### config.mk
export PLATFORM = sky130hd
export DESIGN_NAME = phase_comp_sel
export DESIGN_NICKNAME = d
export VERILOG_FILES = /design/src/rtl/pcs_pkg.sv /design/src/rtl/pcs_cfg_regs.sv /design/src/rtl/pcs_seg_pick.sv /design/src/rtl/pcs_out_stage.sv /design/src/rtl/phase_comp_sel.sv
export SDC_FILE = /design/constraint.sdc
export NUM_CORES = 2
export LEC_CHECK = 0
export BUFFER_PORTS_ARGS = -buffer_cell sky130_fd_sc_hd__buf_2
export CAP_MARGIN = 10
export CORE_MARGIN = 4
export CORE_UTILIZATION = 40
export CTS_BUF_LIST = sky130_fd_sc_hd__clkbuf_8
export DETAILED_ROUTE_END_ITERATION = 10
export SLEW_MARGIN = 20
export SYNTH_ARGS = -nofsm -noshare
export SYNTH_HDL_FRONTEND = slang
export SYNTH_SLANG_ARGS = --single-unit
export TNS_END_PERCENT = 100
### constraint.sdc
create_clock -name clk -period 2.2 [get_ports clk]
set_input_delay 0.55 -clock clk [delete_from_list [all_inputs] [get_ports clk]]
set_output_delay 0.55 -clock clk [all_outputs]
set_load 0.005 [all_outputs]
### src/rtl/pcs_pkg.sv
package pcs_pkg;
    typedef enum logic [1:0] {
        SEG_HIGH = 2'd0,
        SEG_MID  = 2'd1,
        SEG_LOW  = 2'd2
    } seg_e;

    localparam int unsigned NUM_ANG      = 3;
    localparam int unsigned ADR_THR_HI   = 0;
    localparam int unsigned ADR_THR_LO   = 1;
    localparam int unsigned ADR_ANG_BASE = 2;
endpackage

### src/rtl/pcs_cfg_regs.sv
module pcs_cfg_regs
    import pcs_pkg::*;
#(
    parameter int unsigned CUR_W  = 24,
    parameter int unsigned ANG_W  = 16,
    parameter int unsigned DATA_W = 24,
    parameter int unsigned ADDR_W = 3
) (
    input  logic                            clk,
    input  logic                            rst_n,
    input  logic                            we,
    input  logic [ADDR_W-1:0]               addr,
    input  logic [DATA_W-1:0]               wdata,
    output logic [CUR_W-1:0]                thr_hi,
    output logic [CUR_W-1:0]                thr_lo,
    output logic [NUM_ANG-1:0][ANG_W-1:0]   ang,
    output logic                            const_mode
);
    localparam int unsigned NUM_REGS = ADR_ANG_BASE + NUM_ANG;

    typedef struct packed {
        logic [CUR_W-1:0]              thr_hi;
        logic [CUR_W-1:0]              thr_lo;
        logic [NUM_ANG-1:0][ANG_W-1:0] ang;
    } cfg_t;

    cfg_t cfg_d, cfg_q;

    logic               hit_hi;
    logic               hit_lo;
    logic [NUM_ANG-1:0] hit_ang;
    logic               hit_none;

    assign hit_hi = we && (addr == ADDR_W'(ADR_THR_HI));
    assign hit_lo = we && (addr == ADDR_W'(ADR_THR_LO));

    for (genvar g = 0; g < NUM_ANG; g++) begin : g_ang_dec
        assign hit_ang[g] = we && (addr == ADDR_W'(ADR_ANG_BASE + g));
    end

    assign hit_none = we && (32'(addr) >= NUM_REGS);

    always_comb begin
        cfg_d = cfg_q;
        if (hit_hi) begin
            cfg_d.thr_hi = CUR_W'(wdata);
        end
        if (hit_lo) begin
            cfg_d.thr_lo = CUR_W'(wdata);
        end
        for (int k = 0; k < NUM_ANG; k++) begin
            if (hit_ang[k]) begin
                cfg_d.ang[k] = ANG_W'(wdata);
            end
        end
    end

    always_ff @(posedge clk or negedge rst_n) begin
        if (!rst_n) begin
            cfg_q <= '0;
        end else begin
            cfg_q <= cfg_d;
        end
    end

    assign thr_hi     = cfg_q.thr_hi;
    assign thr_lo     = cfg_q.thr_lo;
    assign ang        = cfg_q.ang;
    assign const_mode = (cfg_q.thr_hi == '0) && (cfg_q.thr_lo == '0);


    unused_addr_chk: assert property (@(posedge clk) disable iff (!rst_n)
        hit_none |=> $stable(thr_hi) && $stable(thr_lo) && $stable(ang));

endmodule

### src/rtl/pcs_seg_pick.sv
module pcs_seg_pick
    import pcs_pkg::*;
#(
    parameter int unsigned CUR_W = 24
) (
    input  logic [CUR_W-1:0]   cur,
    input  logic [CUR_W-1:0]   thr_hi,
    input  logic [CUR_W-1:0]   thr_lo,
    input  logic               const_mode,
    output logic [NUM_ANG-1:0] sel
);
    seg_e seg;

    always_comb begin
        if (const_mode || (cur > thr_hi)) begin
            seg = SEG_HIGH;
        end else if (cur < thr_lo) begin
            seg = SEG_LOW;
        end else begin
            seg = SEG_MID;
        end
    end

    always_comb begin
        sel = '0;
        for (int k = 0; k < NUM_ANG; k++) begin
            if (int'(seg) == k) begin
                sel[k] = 1'b1;
            end
        end
    end

endmodule

### src/rtl/pcs_out_stage.sv
module pcs_out_stage
    import pcs_pkg::*;
#(
    parameter int unsigned VOLT_W = 24,
    parameter int unsigned CUR_W  = 24,
    parameter int unsigned ANG_W  = 16
) (
    input  logic                          clk,
    input  logic                          rst_n,
    input  logic                          in_valid,
    input  logic [VOLT_W-1:0]             rms_v,
    input  logic [CUR_W-1:0]              rms_i,
    input  logic [NUM_ANG-1:0]            sel,
    input  logic [NUM_ANG-1:0][ANG_W-1:0] ang,
    output logic                          out_valid,
    output logic [ANG_W-1:0]              ang_res,
    output logic [VOLT_W+CUR_W-1:0]       app_res
);
    localparam int unsigned PROD_W = VOLT_W + CUR_W;

    typedef struct packed {
        logic              vld;
        logic [ANG_W-1:0]  ang;
        logic [PROD_W-1:0] app;
    } out_t;

    out_t out_d, out_q;

    always_comb begin
        out_d     = out_q;
        out_d.vld = in_valid;
        if (in_valid) begin
            out_d.app = PROD_W'(rms_v) * PROD_W'(rms_i);
            out_d.ang = '0;
            for (int k = 0; k < NUM_ANG; k++) begin
                if (sel[k]) begin
                    out_d.ang = out_d.ang | ang[k];
                end
            end
        end
    end

    always_ff @(posedge clk or negedge rst_n) begin
        if (!rst_n) begin
            out_q <= '0;
        end else begin
            out_q <= out_d;
        end
    end

    assign out_valid = out_q.vld;
    assign ang_res   = out_q.ang;
    assign app_res   = out_q.app;


    valid_follow_chk: assert property (@(posedge clk) disable iff (!rst_n)
        in_valid |=> out_valid);


    valid_idle_chk: assert property (@(posedge clk) disable iff (!rst_n)
        !in_valid |=> !out_valid);


    hold_result_chk: assert property (@(posedge clk) disable iff (!rst_n)
        !in_valid |=> $stable(ang_res) && $stable(app_res));


    product_chk: assert property (@(posedge clk) disable iff (!rst_n)
        in_valid |=> app_res == (PROD_W'($past(rms_v)) * PROD_W'($past(rms_i))));

endmodule

### src/rtl/phase_comp_sel.sv
module phase_comp_sel
    import pcs_pkg::*;
#(
    parameter int unsigned VOLT_W = 24,
    parameter int unsigned CUR_W  = 24,
    parameter int unsigned ANG_W  = 16,
    parameter int unsigned DATA_W = 24,
    parameter int unsigned ADDR_W = 3
) (
    input  logic                     clk,
    input  logic                     rst_n,
    input  logic                     cfg_we,
    input  logic [ADDR_W-1:0]        cfg_addr,
    input  logic [DATA_W-1:0]        cfg_wdata,
    input  logic                     in_valid,
    input  logic [VOLT_W-1:0]        rms_v,
    input  logic [CUR_W-1:0]         rms_i,
    output logic                     ang_valid,
    output logic signed [ANG_W-1:0]  ang_out,
    output logic                     app_valid,
    output logic [VOLT_W+CUR_W-1:0]  app_pwr
);
    logic [CUR_W-1:0]              thr_hi;
    logic [CUR_W-1:0]              thr_lo;
    logic [NUM_ANG-1:0][ANG_W-1:0] ang_bank;
    logic                          const_mode;
    logic [NUM_ANG-1:0]            sel;
    logic                          res_valid;
    logic [ANG_W-1:0]              ang_res;

    pcs_cfg_regs #(
        .CUR_W (CUR_W),
        .ANG_W (ANG_W),
        .DATA_W(DATA_W),
        .ADDR_W(ADDR_W)
    ) cfg_i (
        .clk       (clk),
        .rst_n     (rst_n),
        .we        (cfg_we),
        .addr      (cfg_addr),
        .wdata     (cfg_wdata),
        .thr_hi    (thr_hi),
        .thr_lo    (thr_lo),
        .ang       (ang_bank),
        .const_mode(const_mode)
    );

    pcs_seg_pick #(
        .CUR_W(CUR_W)
    ) pick_i (
        .cur       (rms_i),
        .thr_hi    (thr_hi),
        .thr_lo    (thr_lo),
        .const_mode(const_mode),
        .sel       (sel)
    );

    pcs_out_stage #(
        .VOLT_W(VOLT_W),
        .CUR_W (CUR_W),
        .ANG_W (ANG_W)
    ) out_i (
        .clk      (clk),
        .rst_n    (rst_n),
        .in_valid (in_valid),
        .rms_v    (rms_v),
        .rms_i    (rms_i),
        .sel      (sel),
        .ang      (ang_bank),
        .out_valid(res_valid),
        .ang_res  (ang_res),
        .app_res  (app_pwr)
    );

    assign ang_valid = res_valid;
    assign app_valid = res_valid;
    assign ang_out   = $signed(ang_res);


    const_angle_chk: assert property (@(posedge clk) disable iff (!rst_n)
        in_valid && const_mode |=> ang_res == $past(ang_bank[0]));


    high_angle_chk: assert property (@(posedge clk) disable iff (!rst_n)
        in_valid && (rms_i > thr_hi) |=> ang_res == $past(ang_bank[0]));


    mid_angle_chk: assert property (@(posedge clk) disable iff (!rst_n)
        in_valid && !const_mode && (rms_i <= thr_hi) && (rms_i >= thr_lo)
        |=> ang_res == $past(ang_bank[1]));

endmodule

==> run metrics <==
reg2reg end=out_i.ang_res[14]; # fillers=5819; Yosys warnings=0; Setup-failing EPs final=61; area delta synth->final=30.0%; synthesized cell area=between 20000 and 30000 µm²; failing checks=setup timing; WL final=81500 µm; drt wl/cell=approximately 20 µm; DR WL met2=39200 µm; core area=between 60000 and 70000 µm²; register area share after synthesis=15.1%; Post-synth EDFFs=0; Worst-path clk slew=0.09 ns; top sig layer=met4; WL met1=34300 µm; Main synth FF type=dfrtp_1; Routed Antenna Nets=0; Hold Path Stages=3; Max Cap Viol=0; f_max=around 150 MHz; clock buffer depth=2; Die Span X=266 µm; clk_skew=0.0133 ns; initial antenna violation count=2; fin crit share=300%; Syn Nets=around 3600; total track usage=a little under a quarter; DR pass1 iterations=6; # rows=94; die height=266 µm; Starting DRT DRC Count=between 1000 and 1500; post-layout util=52.6%; HP Class=input pin to flop; initial core utilization=around 40%; required time worst endpoint=2.63 ns; worst reg2reg path depth=12; TritonCTS buffer count=17; largest net degree at the start of global routing=79; hold endpoint=cfg_i.thr_hi[20]; Top Ports=145; worst slew pin tran=0.466 ns; Avg Cell Area, Syn=9.39 µm²; r2r setup slk=-0.19 ns; flops & latches, synth=around 160; Die ar.=70800 µm²; gpl congestion=slightly above 0.9; DP HPWL=67500 µm; CP max-delay cell=fa_1; reg2reg start=cfg_i.thr_lo[5]; H-tree depth=4; detail-routed via count per cell=5.06; via count=21100; hold_sp=cfg_wdata[20]; max-slew violation count=0; Synth cell types=78; grt ovf=0; fin crit period=6.61 ns; share of cells above drive strength 1=32.6%; CP Data Arrival Time=7.03 ns; met3 routed WL=5450 µm; max_slew headroom=68.8%; post-synthesis async set-or-reset flop share=100%; CTS tree=done; startpoint types=input pin; type of the worst setup path=input pin to flop; Port Buf Inserts=about 140; Cells after Synth=2838; slowest stage delay, CP=0.53 ns; unrepaired setup endpoints after global routing=yes; PnR worst setup slack=-4.41 ns; Hold Violations, Final=0; CP Capture Type=flop; vias in the first global route=23600; first-pass GRT wire length=130000 µm; crit-path max FO=5; Sinks on Clock Net=roughly 160; cell mode on critical path=fa_1; Root Buffer=clkbuf_8; status=finished with violations; DRC Markers=0; # nets final=4073; clk_lat worst skew=0.48 ns
-- cell usage after synthesis, types with 4 or more instances --
| library cell | n | area (µm²) |
|---|---|---|
| a21o_1 | 41 | 308 |
| mux2_2 | 84 | 946 |
| o21bai_1 | 9 | 67.6 |
| and2_1 | 292 | 1830 |
| nor2_1 | 20 | 75.1 |
| fa_1 | 482 | 9650 |
| a31oi_1 | 8 | 50.1 |
| inv_1 | 596 | 2240 |
| xnor2_1 | 27 | 236 |
| nand3_1 | 16 | 80.1 |
| o22ai_1 | 16 | 100 |
| nand4_1 | 31 | 194 |
| nor3_1 | 10 | 50.1 |
| a21oi_1 | 63 | 315 |
| nand2_1 | 396 | 1490 |
| o21a_1 | 5 | 37.5 |
| xor2_1 | 12 | 105 |
| o211ai_1 | 8 | 60.1 |
| nor2b_1 | 5 | 31.3 |
| clkbuf_1 | 130 | 488 |
| dfrtp_1 | 161 | 4030 |
| buf_2 | 4 | 20.0 |
| a41oi_1 | 15 | 131 |
| o21ai_0 | 75 | 375 |
| ha_1 | 221 | 2770 |
| and3_1 | 5 | 31.3 |
| nor4_1 | 13 | 81.3 |
| nand2b_1 | 22 | 138 |
-- metrics by stage --
stage               setup TNS, ns  area [µm²]  hold WS (ns)  instances  worst slack [ns]
finish                    -165.52       34700         0.299       4170             -4.41
global route              -171.99       34700         0.299       4169             -4.53
CTS                       -161.78       33800         0.268       4145             -4.33
detailed placement        -211.47       31500         0.453       4073             -5.25
global placement          -209.03       31500         0.450       4073             -5.17
floorplan                 -159.99       27800         0.254       2838             -4.41
-- final cells by class --
class	count	area (µm²)	share of cell area (%)
clock inverters	14	133	0.383
well taps	864	1080	3.12
diodes	2	5.00	0.0144
flip-flops and latches	161	4030	11.6
multi-input cells	1933	21700	62.6
clock buffers	18	248	0.715
repair buffers	582	5220	15.0
inverters	596	2240	6.46
-- routing by layer --
metal  track usage [%]  vias to the layer above
li1                  -                     9567
met1              30.5                    10800
met2              38.9                      642
met3              5.57                      124
met4              6.86                        0
met5                 0                        -
-- layout by cell type (no fill, tap or decap), drive strengths merged, types with 31 or more instances in the layout --
master,n
fa,482
and2,293
inv,602
dfrtp,161
nand4,31
nand2,396
a21oi,65
buf,575
ha,221
o21ai,79
mux2,85
a21o,44
-- flip-flops by register name (all words and copies together), names as in the netlist --
register and flops:
out_i.app_res 48, out_i.ang_res 16, cfg_i.thr_hi 24, out_i.out_valid 1, cfg_i.ang 48, cfg_i.thr_lo 24
-- worst max-delay path, delay by kind of cell --
kind	cells	cell delay, ns
AND/OR/NAND/NOR	6	1.44
buffers and inverters	9	0.82
AO/OA/AOI/OAI	4	0.52
adder cells (fa/ha/maj)	8	3.69
-- cell families (layout without fill, tap and decap cells) --
group | after synthesis | count (layout) | synth area share [%]
buffers and inverters | 744 | 1210 | 10.8
flip-flops | 161 | 161 | 15.1
AND/OR/NAND/NOR | 827 | 827 | 15.5
XOR/XNOR | 39 | 39 | 1.28
other | 0 | 2 | 0
adder cells (fa/ha/maj) | 703 | 703 | 46.6
multiplexers | 87 | 87 | 3.68
AO/OA/AOI/OAI | 277 | 277 | 6.99
-- timing repair --
action,CTS,global route
setup buffers,47,31
setup endpoints to repair,61,61
cloned,3,3
hold endpoints to repair,25,0
hold buffers,1,0
gates resized for setup,350,209
pin swaps,132,135
-- how the worst max path moves through the flow --
stage / from / cells after the start / to
after floorplan: rms_i[5] / 27 / out_i.app_res[32]
after global placement: rms_i[3] / 26 / out_i.app_res[39]
after detailed placement: rms_i[3] / 26 / out_i.app_res[39]
after CTS: rms_v[12] / 26 / out_i.app_res[46]
after global routing: rms_v[12] / 27 / out_i.app_res[46]
final: rms_v[12] / 27 / out_i.app_res[46]
Power is left out: the tool's default activity adds up to more than one toggle a clock period on the data nets, which glitch-free logic cannot reach.
